`src/rtl/pbs_pkg.sv`:
```
// Shared types for the bridge-drive PWM steering block.
// Assumes: outputs are indexed A=0, B=1, C=2, D=3.
package pbs_pkg;
    localparam int NUM_OUT = 4;

    typedef enum logic [1:0] {
        MODE_SINGLE = 2'b00,
        MODE_HALF   = 2'b01,
        MODE_FULL   = 2'b10,
        MODE_OFF    = 2'b11
    } drive_mode_e;

    typedef enum logic [1:0] {
        BLK_RUN        = 2'b00,
        BLK_WAIT_START = 2'b01,
        BLK_WAIT_END   = 2'b10
    } blank_state_e;
endpackage

```
`src/rtl/pbs_edge_track.sv`:
```
// Registers the PWM stream, detects period starts and measures how long the
// stream has been stable, giving dead-band-delayed high and low enables.
// Assumes: dead_cnt never exceeds 2**DT_W-1 (counter saturates there).
module pbs_edge_track #(
    parameter int DT_W = 4
) (
    input  logic            clk,
    input  logic            rst_n,
    input  logic            pwm_in,
    input  logic [DT_W-1:0] dead_cnt,
    output logic            pwm_q,
    output logic            period_start,
    output logic            on_hi,
    output logic            on_lo
);
    localparam logic [DT_W-1:0] CNT_MAX = {DT_W{1'b1}};

    logic [DT_W-1:0] stable_cnt;

    // Sample the stream and count cycles since its last change (saturating).
    always_ff @(posedge clk) begin
        if (!rst_n) begin
            pwm_q      <= 1'b0;
            stable_cnt <= CNT_MAX;
        end else begin
            pwm_q <= pwm_in;
            if (pwm_in != pwm_q)
                stable_cnt <= '0;
            else if (stable_cnt != CNT_MAX)
                stable_cnt <= stable_cnt + 1'b1;
        end
    end

    // Period start and dead-band-qualified levels.
    always_comb begin
        period_start = pwm_in & ~pwm_q;
        on_hi        = pwm_q  && (stable_cnt >= dead_cnt);
        on_lo        = !pwm_q && (stable_cnt >= dead_cnt);
    end
endmodule

```
`src/rtl/pbs_dir_blank.sv`:
```
// Tracks the applied full-bridge direction. On a direction change it blanks
// the bridge until one complete PWM period has elapsed, then applies it.
// Assumes: period_start pulses for one cycle at each PWM rising edge.
module pbs_dir_blank (
    input  logic clk,
    input  logic rst_n,
    input  logic full_sel,
    input  logic dir,
    input  logic period_start,
    output logic dir_q,
    output logic blank
);
    import pbs_pkg::*;

    blank_state_e state;

    // Direction sequencing: wait for a period start, then a full period.
    always_ff @(posedge clk) begin
        if (!rst_n) begin
            state <= BLK_RUN;
            dir_q <= 1'b0;
        end else if (!full_sel) begin
            state <= BLK_RUN;
            dir_q <= dir;
        end else begin
            case (state)
                BLK_RUN:
                    if (dir != dir_q) state <= BLK_WAIT_START;
                BLK_WAIT_START:
                    if (period_start) state <= BLK_WAIT_END;
                BLK_WAIT_END:
                    if (period_start) begin
                        state <= BLK_RUN;
                        dir_q <= dir;
                    end
                default:
                    state <= BLK_RUN;
            endcase
        end
    end

    // Bridge is dark whenever a reversal is in progress.
    always_comb blank = (state != BLK_RUN);
endmodule

```
`src/rtl/pbs_trip_latch.sv`:
```
// Latches the auto-shutdown request and releases it only at a period start
// with re-arm enabled and the request input low.
// Assumes: trip_in is already synchronous to clk.
module pbs_trip_latch (
    input  logic clk,
    input  logic rst_n,
    input  logic trip_in,
    input  logic rearm,
    input  logic period_start,
    output logic tripped
);
    // Set has priority over release.
    always_ff @(posedge clk) begin
        if (!rst_n)
            tripped <= 1'b0;
        else if (trip_in)
            tripped <= 1'b1;
        else if (tripped && period_start && rearm)
            tripped <= 1'b0;
    end
endmodule

```
`src/rtl/pwm_bridge_steer.sv`:
```
// Top level: steers one PWM stream onto four bridge drives according to the
// mode and direction, with dead band, reversal blanking and latched trip.
// Assumes: all inputs synchronous to clk; outputs active high.
module pwm_bridge_steer #(
    parameter int DT_W = 4
) (
    input  logic            clk,
    input  logic            rst_n,
    input  logic            pwm_in,
    input  logic [1:0]      mode,
    input  logic            dir,
    input  logic [DT_W-1:0] dead_cnt,
    input  logic            trip_in,
    input  logic            rearm,
    input  logic [3:0]      idle_lvl,
    output logic [3:0]      drv_out
);
    import pbs_pkg::*;

    drive_mode_e        mode_e;
    logic               pwm_q_w, start_w, on_hi_w, on_lo_w;
    logic               dir_q_w, blank_w, trip_q_w;
    logic [NUM_OUT-1:0] pattern, next_out;

    assign mode_e = drive_mode_e'(mode);

    pbs_edge_track #(.DT_W(DT_W)) u_edge (
        .clk          (clk),
        .rst_n        (rst_n),
        .pwm_in       (pwm_in),
        .dead_cnt     (dead_cnt),
        .pwm_q        (pwm_q_w),
        .period_start (start_w),
        .on_hi        (on_hi_w),
        .on_lo        (on_lo_w)
    );

    pbs_dir_blank u_dir (
        .clk          (clk),
        .rst_n        (rst_n),
        .full_sel     (mode_e == MODE_FULL),
        .dir          (dir),
        .period_start (start_w),
        .dir_q        (dir_q_w),
        .blank        (blank_w)
    );

    pbs_trip_latch u_trip (
        .clk          (clk),
        .rst_n        (rst_n),
        .trip_in      (trip_in),
        .rearm        (rearm),
        .period_start (start_w),
        .tripped      (trip_q_w)
    );

    // Mode-dependent routing of the stream onto {D,C,B,A}.
    always_comb begin
        case (mode_e)
            MODE_SINGLE: pattern = {3'b000, pwm_q_w};
            MODE_HALF:   pattern = {2'b00, on_lo_w, on_hi_w};
            MODE_FULL: begin
                if (blank_w)
                    pattern = 4'b0000;
                else if (dir_q_w)
                    pattern = {1'b0, 1'b1, pwm_q_w, 1'b0};
                else
                    pattern = {pwm_q_w, 1'b0, 1'b0, 1'b1};
            end
            default:     pattern = 4'b0000;
        endcase
        next_out = (trip_in || trip_q_w) ? idle_lvl : pattern;
    end

    // One output flop per drive pin.
    for (genvar i = 0; i < NUM_OUT; i++) begin : g_pin
        always_ff @(posedge clk) begin
            if (!rst_n) drv_out[i] <= 1'b0;
            else        drv_out[i] <= next_out[i];
        end
    end
endmodule

```
`config.mk`:
```
export PLATFORM = sky130hd
export DESIGN_NAME = pwm_bridge_steer
export DESIGN_NICKNAME = d
export VERILOG_FILES = /design/src/rtl/pbs_pkg.sv /design/src/rtl/pbs_edge_track.sv /design/src/rtl/pbs_dir_blank.sv /design/src/rtl/pbs_trip_latch.sv /design/src/rtl/pwm_bridge_steer.sv
export SDC_FILE = /design/constraint.sdc
export NUM_CORES = 1
export LEC_CHECK = 0
export BUFFER_PORTS_ARGS = -buffer_cell sky130_fd_sc_hd__buf_4
export CORE_MARGIN = 2
export CORE_UTILIZATION = 54
export CTS_CLUSTER_DIAMETER = 100
export DETAILED_ROUTE_END_ITERATION = 6
export PLACE_DENSITY_LB_ADDON = 0.1
export SETUP_SLACK_MARGIN = 0.5
export SLEW_MARGIN = 20
export SYNTH_ARGS = -nofsm -noshare
export SYNTH_HDL_FRONTEND = slang
export SYNTH_HIERARCHICAL = 1
export SYNTH_SLANG_ARGS = --single-unit
```
`constraint.sdc`:
```
create_clock -name clk -period 2.7 [get_ports clk]
set_input_delay 0.135 -clock clk [delete_from_list [all_inputs] [get_ports clk]]
set_output_delay 0.135 -clock clk [all_outputs]
set_load 0.02 [all_outputs]
```
== After elaboration in Yosys (flattened, before gate mapping) ==
Index checks and enable logic that the tools add are counted.

* Bits of input ports: 16
* Logic and storage cells: 54
* Output and inout port bits: 4
* Bits in registers: 13

* Multiplexer cells: 15
* Bitwise logic cells: 2
* Add/subtract/negate cells: 1
* Magnitude comparators: 1
* Reduce and logical (&&, ||, !) cells: 14
* Eq/ne operators: 12

{| class="wikitable"
|+ Operator list
! operator !! count
|-
| $mux W4 || 5
|-
| $pmux W4 S3 || 1
|-
| $ne A2 B1 Y1 const B || 4
|-
| $mux W2 || 3
|-
| $pmux W2 S3 || 1
|-
| $reduce_bool A2 Y1 || 3
|-
| $mux W1 || 5
|-
| $add A4 B1 Y4 const B || 1
|-
| $eq A2 B1 Y1 const B || 2
|-
| $eq A2 B2 Y1 const B || 2
|-
| $ge A4 B4 Y1 || 1
|-
| $logic_and A1 B1 Y1 || 4
|-
| $logic_not A2 Y1 || 2
|-
| $ne A4 B4 Y1 const B || 1
|-
| $reduce_and A2 Y1 || 2
|-
| $reduce_and A3 Y1 || 1
|-
| $ne A1 B1 Y1 || 2
|-
| $ne A2 B2 Y1 const B || 1
|-
| $and A1 B1 Y1 || 1
|-
| $logic_not A1 Y1 || 1
|-
| $logic_or A1 B1 Y1 || 1
|-
| $not A1 Y1 || 1
|}

== Depth between registers and ports, before layout ==
Gate-level depths: netlist of run 1.

* Depth in word-level cells: 6
* Depth in mapped cells: 8

== Modules after synthesis ==
Netlist of run 1, hierarchy kept.

{| class="wikitable"
|+ By module, submodules not included
! module !! cells an instance !! seq. area each (µm²) !! times used !! area each (µm²)
|-
| pbs_edge_track || 37 || 100.1 || 1 || 342.8
|-
| pwm_bridge_steer || 24 || 80.1 || 1 || 232.7
|-
| pbs_dir_blank || 16 || 60.1 || 1 || 145.1
|-
| pbs_trip_latch || 4 || 20.0 || 1 || 35.0
|}

== Worst setup path before layout of run 1 ==
Ideal clock, no wire load.

* Kind: flip-flop to flip-flop
* From: reg u_edge.stable_cnt[0]
* To: reg drv_out[0]
* Data required time: 2565 ps
* Clock period less this slack: 1828 ps
* Path buffers: 0
* Arrival time: 1693 ps
* Path slack: 872 ps
* Setup time: 135 ps
* Stages on the path, launching flop included: 9
* Path through: dfxtp_1 -> inv_1 -> ha_1 -> nand2b_4 -> a2111oi_4 -> nor3_1 -> mux2_4 -> a21oi_2 -> a211oi_2

* Longest elaborated chain between the ends: 4

{| class="wikitable"
|+ Ends and longest elaborated chain
! item !! RTL line !! text
|-
| start, declared || pbs_edge_track.sv:18 || <nowiki>logic [DT_W-1:0] stable_cnt;</nowiki>
|-
| start signal, assigned || pbs_edge_track.sv:30 || <nowiki>stable_cnt <= stable_cnt + 1'b1;</nowiki>
|-
| $ge A4 B4 Y1 || pbs_edge_track.sv:37 || <nowiki>on_hi = pwm_q && (stable_cnt >= dead_cnt);</nowiki>
|-
| $logic_and A1 B1 Y1 || pbs_edge_track.sv:37 ||
|-
| named net on_hi_w || pwm_bridge_steer.sv:21 || <nowiki>logic pwm_q_w, start_w, on_hi_w, on_lo_w;</nowiki>
|-
| $pmux W4 S3 || pwm_bridge_steer.sv:59 || <nowiki>case (mode_e)</nowiki>
|-
| $mux W4 || pwm_bridge_steer.sv:72 || <nowiki>next_out = (trip_in || trip_q_w) ? idle_lvl : pattern;</nowiki>
|-
| end signal, assigned by index || pwm_bridge_steer.sv:79 || <nowiki>else drv_out[i] <= next_out[i];</nowiki>
|-
| end, declared || pwm_bridge_steer.sv:16 || <nowiki>output logic [3:0] drv_out</nowiki>
|}

The timed path passes the listed nets, and every way through them passes these cells.
A chain may end at the register's enable or synchronous reset.

== Worst setup path in the final report of run 1 ==
Ends and elaborated chain as after synthesis.

==> impl_metrics.toml, run 1 <==
[outcome]
outcome = "finished clean"

[synthesis]
syn_inst = 81
synth_top_family_by_area = "compound AO/OA/AOI/OAI gates"
synth-simple-area-share = 0.222
yosysWarnings = 6
synth_edf_count = 0
ys_seq_area_frac = 0.344
synthesis.area_um2 = 756
synth.net_count = 103
ys.flop_type = "dfxtp_1"
synthArstFlopShare = 0
synth_mux_area_frac = 0.0464
synth-xor-area-share = 0.0232
ys_types = 33
ys_ff_latch = 13
synth-compound-area-share = 0.225
synth_fa_ha_area_frac = 0.0993
postSynthAreaPerCell_um2 = 9.33

[layout]
nets = 127
n_antenna_cell = 0
layout-drive-gt1-share = 0.288
areaGrowthSynthToFinish_pct = 24.8
fillers = 110
final_core_util = 0.725

[route]
drc = 0
met2_length_um = 763
vias = 665
first_iter_violations = 6
wl_met3_um = 76
wl_met1_um = 639
routed.top_layer = "met4"
avgRoutedWirePerCell_um = 12.7
ant_nets = 0
avgViaCountPerCell = 5.59
drt-total-wl_um = 1510
firstDrtPassIters = 4

[critical_path]
timing.rr.start = "u_edge/stable_cnt[0]"
reg2regPathDepth = 8
crit_start = "u_edge/stable_cnt[0]"
end_kind = "register"
crit_required_ns = 2.84
crit_fanout = 4
worstSetupStartpointType = "register"
cp_data_arrival_time_ns = 2.07
reg2reg_to = "drv_out[0]"
path_class = "register to register"
rrSetupSlack_ns = 0.77

[hold_path]
holdPathEnd = "u_trip/tripped"
worstHoldPathCells = 2
hp-start = "rearm"
hp-class = "primary input to register"

[floorplan]
fp.dieW_um = 41.4
die_area_um2 = 1710
die_h_um = 41.4
rows = 13
num_io_pins = 20
start_util = 0.581
core-area_um2 = 1300

[timing]
grt_setup_unrepaired = "no"
worst_slew_pin_slew_ns = 0.384
setup_violations = 0
slew_headroom = 0.742
finClkSkew_ns = 0.00623
post-route-period-util = 0.715
layout_setup_ws_ns = 0.768
finalSetupTns_ns = 0
fmax_ghz = 0.518
slew_violations = 0
finalCriticalPeriod_ns = 1.93
hold_viol = 0

[global_route]
grt_pass1_vias = 606
overflow = 0
grt_use_total = 0.184
antenna_found_initial = 0
grt_max_degree = 13
grt_pass1_wl_um = 2460

[clocking]
clock-sinks = 13
root_buffer = "clkbuf_4"
post_cts_buffers = 0
cts_tree = "done"
cts_resized = 0
clkTransAtPathRegs_ns = 0.08
cts_made_buffers = 3
h-tree-depth = 1
clock_latency_ns = 0.26
cts_buffer_depth = 2
ctsHoldBuffers = 0

[place]
gp_congestion = 0.789
port_buffers = 19
hpwlAfterDp_um = 1230
pre_cts_ws_ns = 0.773

[power_and_ir_drop]
power_density_nw_per_um2 = 499
ir_drop_uv = 309
power_leakage_nw = 0.429

[flow_run]
drv_cap = 0
cell families after synthesis:
| family | count (synthesis) |
|---|---|
| AND/OR/NAND/NOR | 28 |
| multiplexers | 3 |
| buffers and inverters | 8 |
| adder cells (fa/ha/maj) | 6 |
| XOR/XNOR | 2 |
| flip-flops | 13 |
| AO/OA/AOI/OAI | 21 |
worst max path at each step:
| stage | to | slack [ns] | cells after the start |
|---|---|---|---|
| after global placement | drv_out[0] | 0.83 | 8 |
| after global routing | drv_out[0] | 0.67 | 8 |
| after CTS | drv_out[0] | 0.77 | 8 |
| after detailed placement | drv_out[0] | 0.77 | 8 |
| after floorplan | drv_out[0] | 0.87 | 8 |
| final | drv_out[0] | 0.77 | 8 |
synthesized netlist by cell type (2+ instances only):
| library cell | n | area (um2) |
|---|---|---|
| dfxtp_1 | 13 | 260 |
| inv_1 | 8 | 30.0 |
| nand2_1 | 7 | 26.3 |
| nor2_1 | 7 | 26.3 |
| o21ai_0 | 7 | 35.0 |
| ha_1 | 6 | 75.1 |
| nand3_1 | 4 | 20.0 |
| a21boi_0 | 2 | 15.0 |
| mux2i_1 | 2 | 20.0 |
| nor3_1 | 2 | 10.0 |
where the power goes:
part,switching (mW),internal [mW],leakage [nW]
Combinational,0.0650,0.0684,0.306
Clock,0.0560,0.0571,0.0150
Sequential,0.0163,0.208,0.108
flip-flops by register name (all words and copies together) (netlist names):
name and count:
drv_out 4, u_edge/stable_cnt 4, u_dir/state 2, u_dir/dir_q 1, u_edge/pwm_q 1, u_trip/tripped 1
cells in the final DEF (no fill, tap or decap), types with 2 or more instances in the layout:
master     n
a21boi_0   2
buf_4     19
clkbuf_4   3
dfxtp_1   13
ha_1       6
inv_1      8
mux2i_1    2
nand2_1    7
nand3_1    4
nor2_1     7
nor3_1     2
o21ai_0    7
stage by stage:
step	hold slack (ns)	std cells	power [mW]	instance area (um2)
2_1_floorplan	0.211	81	0.313	756
3_3_place_gp	0.332	115	0.353	917
3_5_place_dp	0.336	115	0.360	917
4_1_cts	0.0472	119	0.477	943
5_1_grt	0.0413	119	0.500	943
6_report	0.0531	119	0.471	943
area by class of cell:
class / instances / area (um2) / share of cell area
flip-flops and latches: 13 / 260 / 0.276
multi-input cells: 60 / 465 / 0.493
clock buffers: 4 / 26.3 / 0.0279
inverters: 8 / 30.0 / 0.0318
repair buffers: 19 / 143 / 0.151
well taps: 15 / 18.8 / 0.0199
critical path, cell delays in order (launching register included):
cell,delay [ns]
dfxtp_1,0.39
inv_1,0.07
ha_1,0.26
nand2b_4,0.15
a2111oi_4,0.38
nor3_1,0.09
mux2_4,0.27
a21oi_2,0.14
a211oi_2,0.07
per-layer routing:
metal / up-vias / GRT usage
li1: 338 / -
met1: 303 / 0.198
met2: 20 / 0.331
met3: 4 / 0.0522
met4: 0 / 0.0774
met5: - / 0
Note: power is estimated with default switching activity, not from simulation.
==> run 2: changes to the inputs <==
--- a/config.mk
+++ b/config.mk
@@ -7,7 +7,7 @@
 export LEC_CHECK = 0
 export BUFFER_PORTS_ARGS = -buffer_cell sky130_fd_sc_hd__buf_4
 export CORE_MARGIN = 2
-export CORE_UTILIZATION = 54
+export CORE_UTILIZATION = 45
 export CTS_CLUSTER_DIAMETER = 100
 export DETAILED_ROUTE_END_ITERATION = 6
 export PLACE_DENSITY_LB_ADDON = 0.1
==> constraint.sdc (replaced) <==
create_clock -name clk -period 1.7 [get_ports clk]
set_input_delay 0.085 -clock clk [delete_from_list [all_inputs] [get_ports clk]]
set_output_delay 0.085 -clock clk [all_outputs]
set_load 0.02 [all_outputs]
==> run 2 against run 1 <==
Compared with the run above: the run now ends with setup timing left; utilization is 4.6 points lower; power is 70% higher; fmax is 13% higher; hold slack better by 0.0015 ns; design area is 11% higher; critical endpoint unchanged; non-clock buffer count is 6 higher; highest routed layer unchanged; worst setup slack worse by 0.78 ns; critical path type unchanged; global-route usage is 2.7 points lower; final cell count is 5.9% higher; largest power group unchanged.
==> impl_metrics.toml, run 2 (synthesis results as in run 1) <==
[outcome]
outcome = "finished with violations"
violations = "setup timing"

[critical_path]
end_kind = "register"
crit_fanout = 5
timing.rr.start = "u_edge/stable_cnt[2]"
cp_data_arrival_time_ns = 1.86
worst-path-buf-inv = 0
rrSetupSlack_ns = -0.01
worstSetupStartpointType = "register"
path_class = "register to register"
crit_required_ns = 1.85
max_stage_delay_ns = 0.42
slowest_stage = "dfxtp_1"
crit_chain = "ha_1 -> o21a_1 -> nor2_1 -> nor3_1 -> mux2_4 -> a21oi_2 -> a211oi_2"
reg2regPathDepth = 7
reg2reg_to = "drv_out[0]"
cp_top_family = "flip-flops"

[timing]
worst_hold_slack_ns = 0.0546
hold_viol = 0
finClkSkew_ns = 0.000986
fmax_ghz = 0.584
finalSetupTns_ns = -0.0118
layout_setup_ws_ns = -0.0118
grt_setup_unrepaired = "yes"
post-route-period-util = 1.01
slew_violations = 0
worst_slew_pin_slew_ns = 0.365
setup_violations = 1
slew_headroom = 0.754
finalCriticalPeriod_ns = 1.71

[floorplan]
die_area_um2 = 2020
die_h_um = 45.0
start_util = 0.490
core-area_um2 = 1540
rows = 14
num_io_pins = 20
fp.dieW_um = 45.0

[global_route]
overflow = 0
antenna_found_initial = 0
grt_pass1_wl_um = 2330
grt_max_degree = 13
grt_pass1_vias = 559
grt_use_total = 0.157

[power_and_ir_drop]
power_density_nw_per_um2 = 766
power_leakage_nw = 0.463
fin_total_pwr_uw = 801
ir_drop_uv = 573

[hold_path]
hp-class = "primary input to register"
holdPathEnd = "u_edge/pwm_q"
hp-start = "pwm_in"
worstHoldPathCells = 2

[route]
avgRoutedWirePerCell_um = 12.1
vias = 685
drt-total-wl_um = 1530
first_iter_violations = 9
ant_nets = 0
drc = 0
avgViaCountPerCell = 5.44
firstDrtPassIters = 4

[layout]
fillers = 134
nets = 133
reg_top3 = "drv_out: 4 flops, u_edge/stable_cnt: 4 flops, u_dir/state: 2 flops"
areaGrowthSynthToFinish_pct = 38.4
final_common_cell = "buf_4"
n_antenna_cell = 0
layout-drive-gt1-share = 0.400
final_cell_mix = "24 x buf_4, 10 x dfxtp_1, 7 x nor2_1, 7 x nand2_1, 7 x inv_1"

[clocking]
clock_latency_ns = 0.27
root_buffer = "clkbuf_4"
cts_buffer_depth = 2
cts_made_buffers = 3
h-tree-depth = 1
clkTransAtPathRegs_ns = 0.08
clock-sinks = 13
cts_tree = "done"

[place]
port_buffers = 19
gp_congestion = 0.769
hpwlAfterDp_um = 1080

[flow_run]
drv_cap = 0
run 2: metrics by stage:
step                 util  instances  instance area (um2)  setup slack, ns
floorplan               -         81                  757          -0.0262
global placement    0.606        118                  935          -0.0201
detailed placement  0.606        118                  935          -0.0572
CTS                 0.646        123                  996         -0.00327
global route        0.679        126                 1050          -0.0840
finish              0.679        126                 1050          -0.0118
run 2: worst max-delay path by stage:
stage	slack, ns	cells past startpoint	start	endpoint
6_report	-0.01	7	u_edge/stable_cnt[2]	drv_out[0]
2_1_floorplan	-0.03	8	u_edge/stable_cnt[0]	drv_out[0]
4_1_cts	-0.003	8	u_edge/stable_cnt[0]	drv_out[0]
5_1_grt	-0.08	7	u_edge/stable_cnt[2]	drv_out[0]
3_3_place_gp	-0.02	8	u_edge/stable_cnt[0]	drv_out[0]
3_5_place_dp	-0.06	8	u_edge/stable_cnt[0]	drv_out[0]
run 2: per-layer routing:
metal | vias to the layer above | wire (um) | global-route usage | share of wire
met2 | 18 | 720 | 0.249 | 0.47
met5 | - | 0 | 0 | 0
li1 | 352 | - | - | -
met4 | 0 | 17 | 0.0706 | 0.011
met1 | 313 | 710 | 0.211 | 0.46
met3 | 2 | 80 | 0.0240 | 0.052
run 2: repair_timing:
action | 4_1_cts | 5_1_grt
gates cloned | 0 | 0
hold endpoints to repair | 1 | 0
pin swaps | 6 | 4
setup buffers | 0 | 3
endpoints found under the setup margin | 8 | 9
gates resized for setup | 9 | 6
hold buffers | 1 | 0
run 2: power by group:
part	internal, mW	switching [mW]
Combinational	0.141	0.119
Sequential	0.330	0.0217
Clock	0.0907	0.0989
run 2: area by class of cell:
type,instances,area (um2),share of cell area
multi-input cells,60,513,0.490
flip-flops and latches,13,267,0.255
clock buffers,4,26.3,0.0251
repair buffers,25,190,0.182
inverters,8,30.0,0.0287
well taps,16,20.0,0.0191
run 2: worst register-to-register path: stages (launching register included):
cell and delay [ns]:
dfxtp_1 0.42, ha_1 0.27, o21a_1 0.17, nor2_1 0.20
nor3_1 0.08, mux2_4 0.27, a21oi_2 0.13, a211oi_2 0.07
==> run 3: changes to the inputs <==
--- a/config.mk
+++ b/config.mk
@@ -10,7 +10,7 @@
 export CORE_UTILIZATION = 45
 export CTS_CLUSTER_DIAMETER = 100
 export DETAILED_ROUTE_END_ITERATION = 6
-export PLACE_DENSITY_LB_ADDON = 0.1
+export PLACE_DENSITY_LB_ADDON = 0.12
 export SETUP_SLACK_MARGIN = 0.5
 export SLEW_MARGIN = 20
 export SYNTH_ARGS = -nofsm -noshare
==> run 3 against run 2 <==
Compared with the run above: the flow still finishes with violations (setup timing); fmax shrank 1.5%; clock-buffer cell count is the same; power fell by 0.36%; worst setup slack worse by 0.026 ns; first-iteration DRC count is 33% lower; clock skew grew 0.0030 ns; critical path depth grew 1; largest power group unchanged; highest routed layer unchanged.
==> impl_metrics.toml, run 3 (synthesis results as in run 1) <==
[route]
drt-total-wl_um = 1610
ant_nets = 0
first_iter_violations = 6
vias = 673
firstDrtPassIters = 3
avgViaCountPerCell = 5.30
avgRoutedWirePerCell_um = 12.6
drc = 0

[clocking]
h-tree-depth = 1
clock-sinks = 13
clock_latency_ns = 0.27
root_buffer = "clkbuf_4"
cts_tree = "done"
cts_made_buffers = 3
clkTransAtPathRegs_ns = 0.08
cts_buffer_depth = 2

[critical_path]
crit_fanout = 2
worstSetupStartpointType = "register"
cp_data_arrival_time_ns = 1.89
path_class = "register to register"
crit_required_ns = 1.85
end_kind = "register"

[layout]
layout-drive-gt1-share = 0.432
final_cell_area_um2 = 1060
areaGrowthSynthToFinish_pct = 40.7
nets = 134
final_cell_mix = "25 x buf_4, 9 x dfxtp_1, 7 x nor2_1, 7 x nand2_1, 7 x inv_1"
final_core_util = 0.690
final_common_cell = "buf_4"
reg_top3 = "drv_out: 4 flops, u_edge/stable_cnt: 4 flops, u_dir/state: 2 flops"
n_antenna_cell = 0
fillers = 132

[floorplan]
num_io_pins = 20
rows = 14
core-area_um2 = 1540
start_util = 0.490
die_h_um = 45.0
die_area_um2 = 2020
fp.dieW_um = 45.0

[place]
hpwlAfterDp_um = 1140
pre_cts_ws_ns = -0.0703
gp_congestion = 0.763
port_buffers = 19
dpl-instance-area_um2 = 935

[global_route]
overflow = 0
grt_max_degree = 13
grt_use_total = 0.177
grt_pass1_vias = 642
grt_pass1_wl_um = 2610
antenna_found_initial = 0

[hold_path]
hp-class = "primary input to register"

[timing]
layout_setup_ws_ns = -0.0375
post-route-period-util = 1.02
finalCriticalPeriod_ns = 1.74
setup_violations = 1
fmax_ghz = 0.576
grt_setup_unrepaired = "yes"
slew_headroom = 0.752
finClkSkew_ns = 0.00397
worst_slew_pin_slew_ns = 0.371
hold_viol = 0
slew_violations = 0

[power_and_ir_drop]
power_leakage_nw = 0.471
power_density_nw_per_um2 = 750
ir_drop_uv = 526

[flow_run]
drv_cap = 0

[outcome]
violations = "setup timing"
outcome = "finished with violations"
==> run 3: cell types whose count changed in the layout (fill, tap and decap cells not counted) <==
cell and delta:
or2_2 -1, a21oi_2 +1, dfxtp_1 -1, or3b_1 -1
a21oi_1 -1, or3b_4 +1, o21ai_0 +1, or2_4 +1
dfxtp_2 +1, o21ai_1 -1, buf_4 +1
==> run 3: power by group <==
group / leakage, nW / switching [mW] / internal (mW) / total, mW
registers: 0.109 / 0.0204 / 0.330 / 0.350
clock network: 0.0150 / 0.0963 / 0.0907 / 0.187
logic: 0.346 / 0.121 / 0.140 / 0.261
total: 0.471 / 0.238 / 0.560 / 0.798
==> run 3: area by class of cell <==
cell class	instances	area (um2)	area share
multi-input combinational	60	522	0.491
tap	16	20.0	0.0188
sequential	13	268	0.252
inverter	8	30.0	0.0282
clock buffer	4	26.3	0.0247
timing repair buffer	26	198	0.186
==> run 3: what timing repair did <==
action                                 4_1_cts  5_1_grt
endpoints found under the hold margin        1        0
pin swaps                                    7        2
gates resized for setup                     11        7
setup endpoints to repair                    7        9
gates cloned                                 0        0
hold buffers                                 1        0
setup buffers                                2        2
==> run 3: critical path, stage by stage, from the launching register on <==
cell       delay [ns]
dfxtp_2          0.34
inv_2            0.05
ha_4             0.20
nand2b_4         0.14
a2111oi_4        0.33
nor3_1           0.10
mux2_4           0.27
a21oi_2          0.13
a211oi_2         0.07
==> run 3: path summary, 6_finish.rpt <==
check	start	endpoint	slack, ns	depth (start not counted)
max	u_edge/stable_cnt[0]	drv_out[0]	-0.04	8
min	pwm_in	u_edge/pwm_q	0.05	2
max reg2reg	u_edge/stable_cnt[0]	drv_out[0]	-0.04	8
min reg2reg	u_dir/state[1]	u_dir/state[0]	0.52	2
==> run 3: metrics by stage <==
step | total power, mW | instances | hold WS, ns | TNS, ns
finish | 0.798 | 127 | 0.0461 | -0.0375
floorplan | 0.498 | 81 | 0.161 | -0.0262
global placement | 0.570 | 118 | 0.282 | -0.0168
CTS | 0.784 | 125 | 0.0178 | -0.0205
global route | 0.844 | 127 | 0.0460 | -0.177
detailed placement | 0.580 | 118 | 0.285 | -0.0703
==> run 3: layer usage <==
layer / vias up / wire, um / share of wire / track usage
met1: 302 / 724 / 0.45 / 0.214
met2: 14 / 772 / 0.48 / 0.300
met5: - / 0 / 0 / 0
met4: 0 / 29 / 0.018 / 0.0882
li1: 353 / - / - / -
met3: 4 / 78 / 0.049 / 0.0320
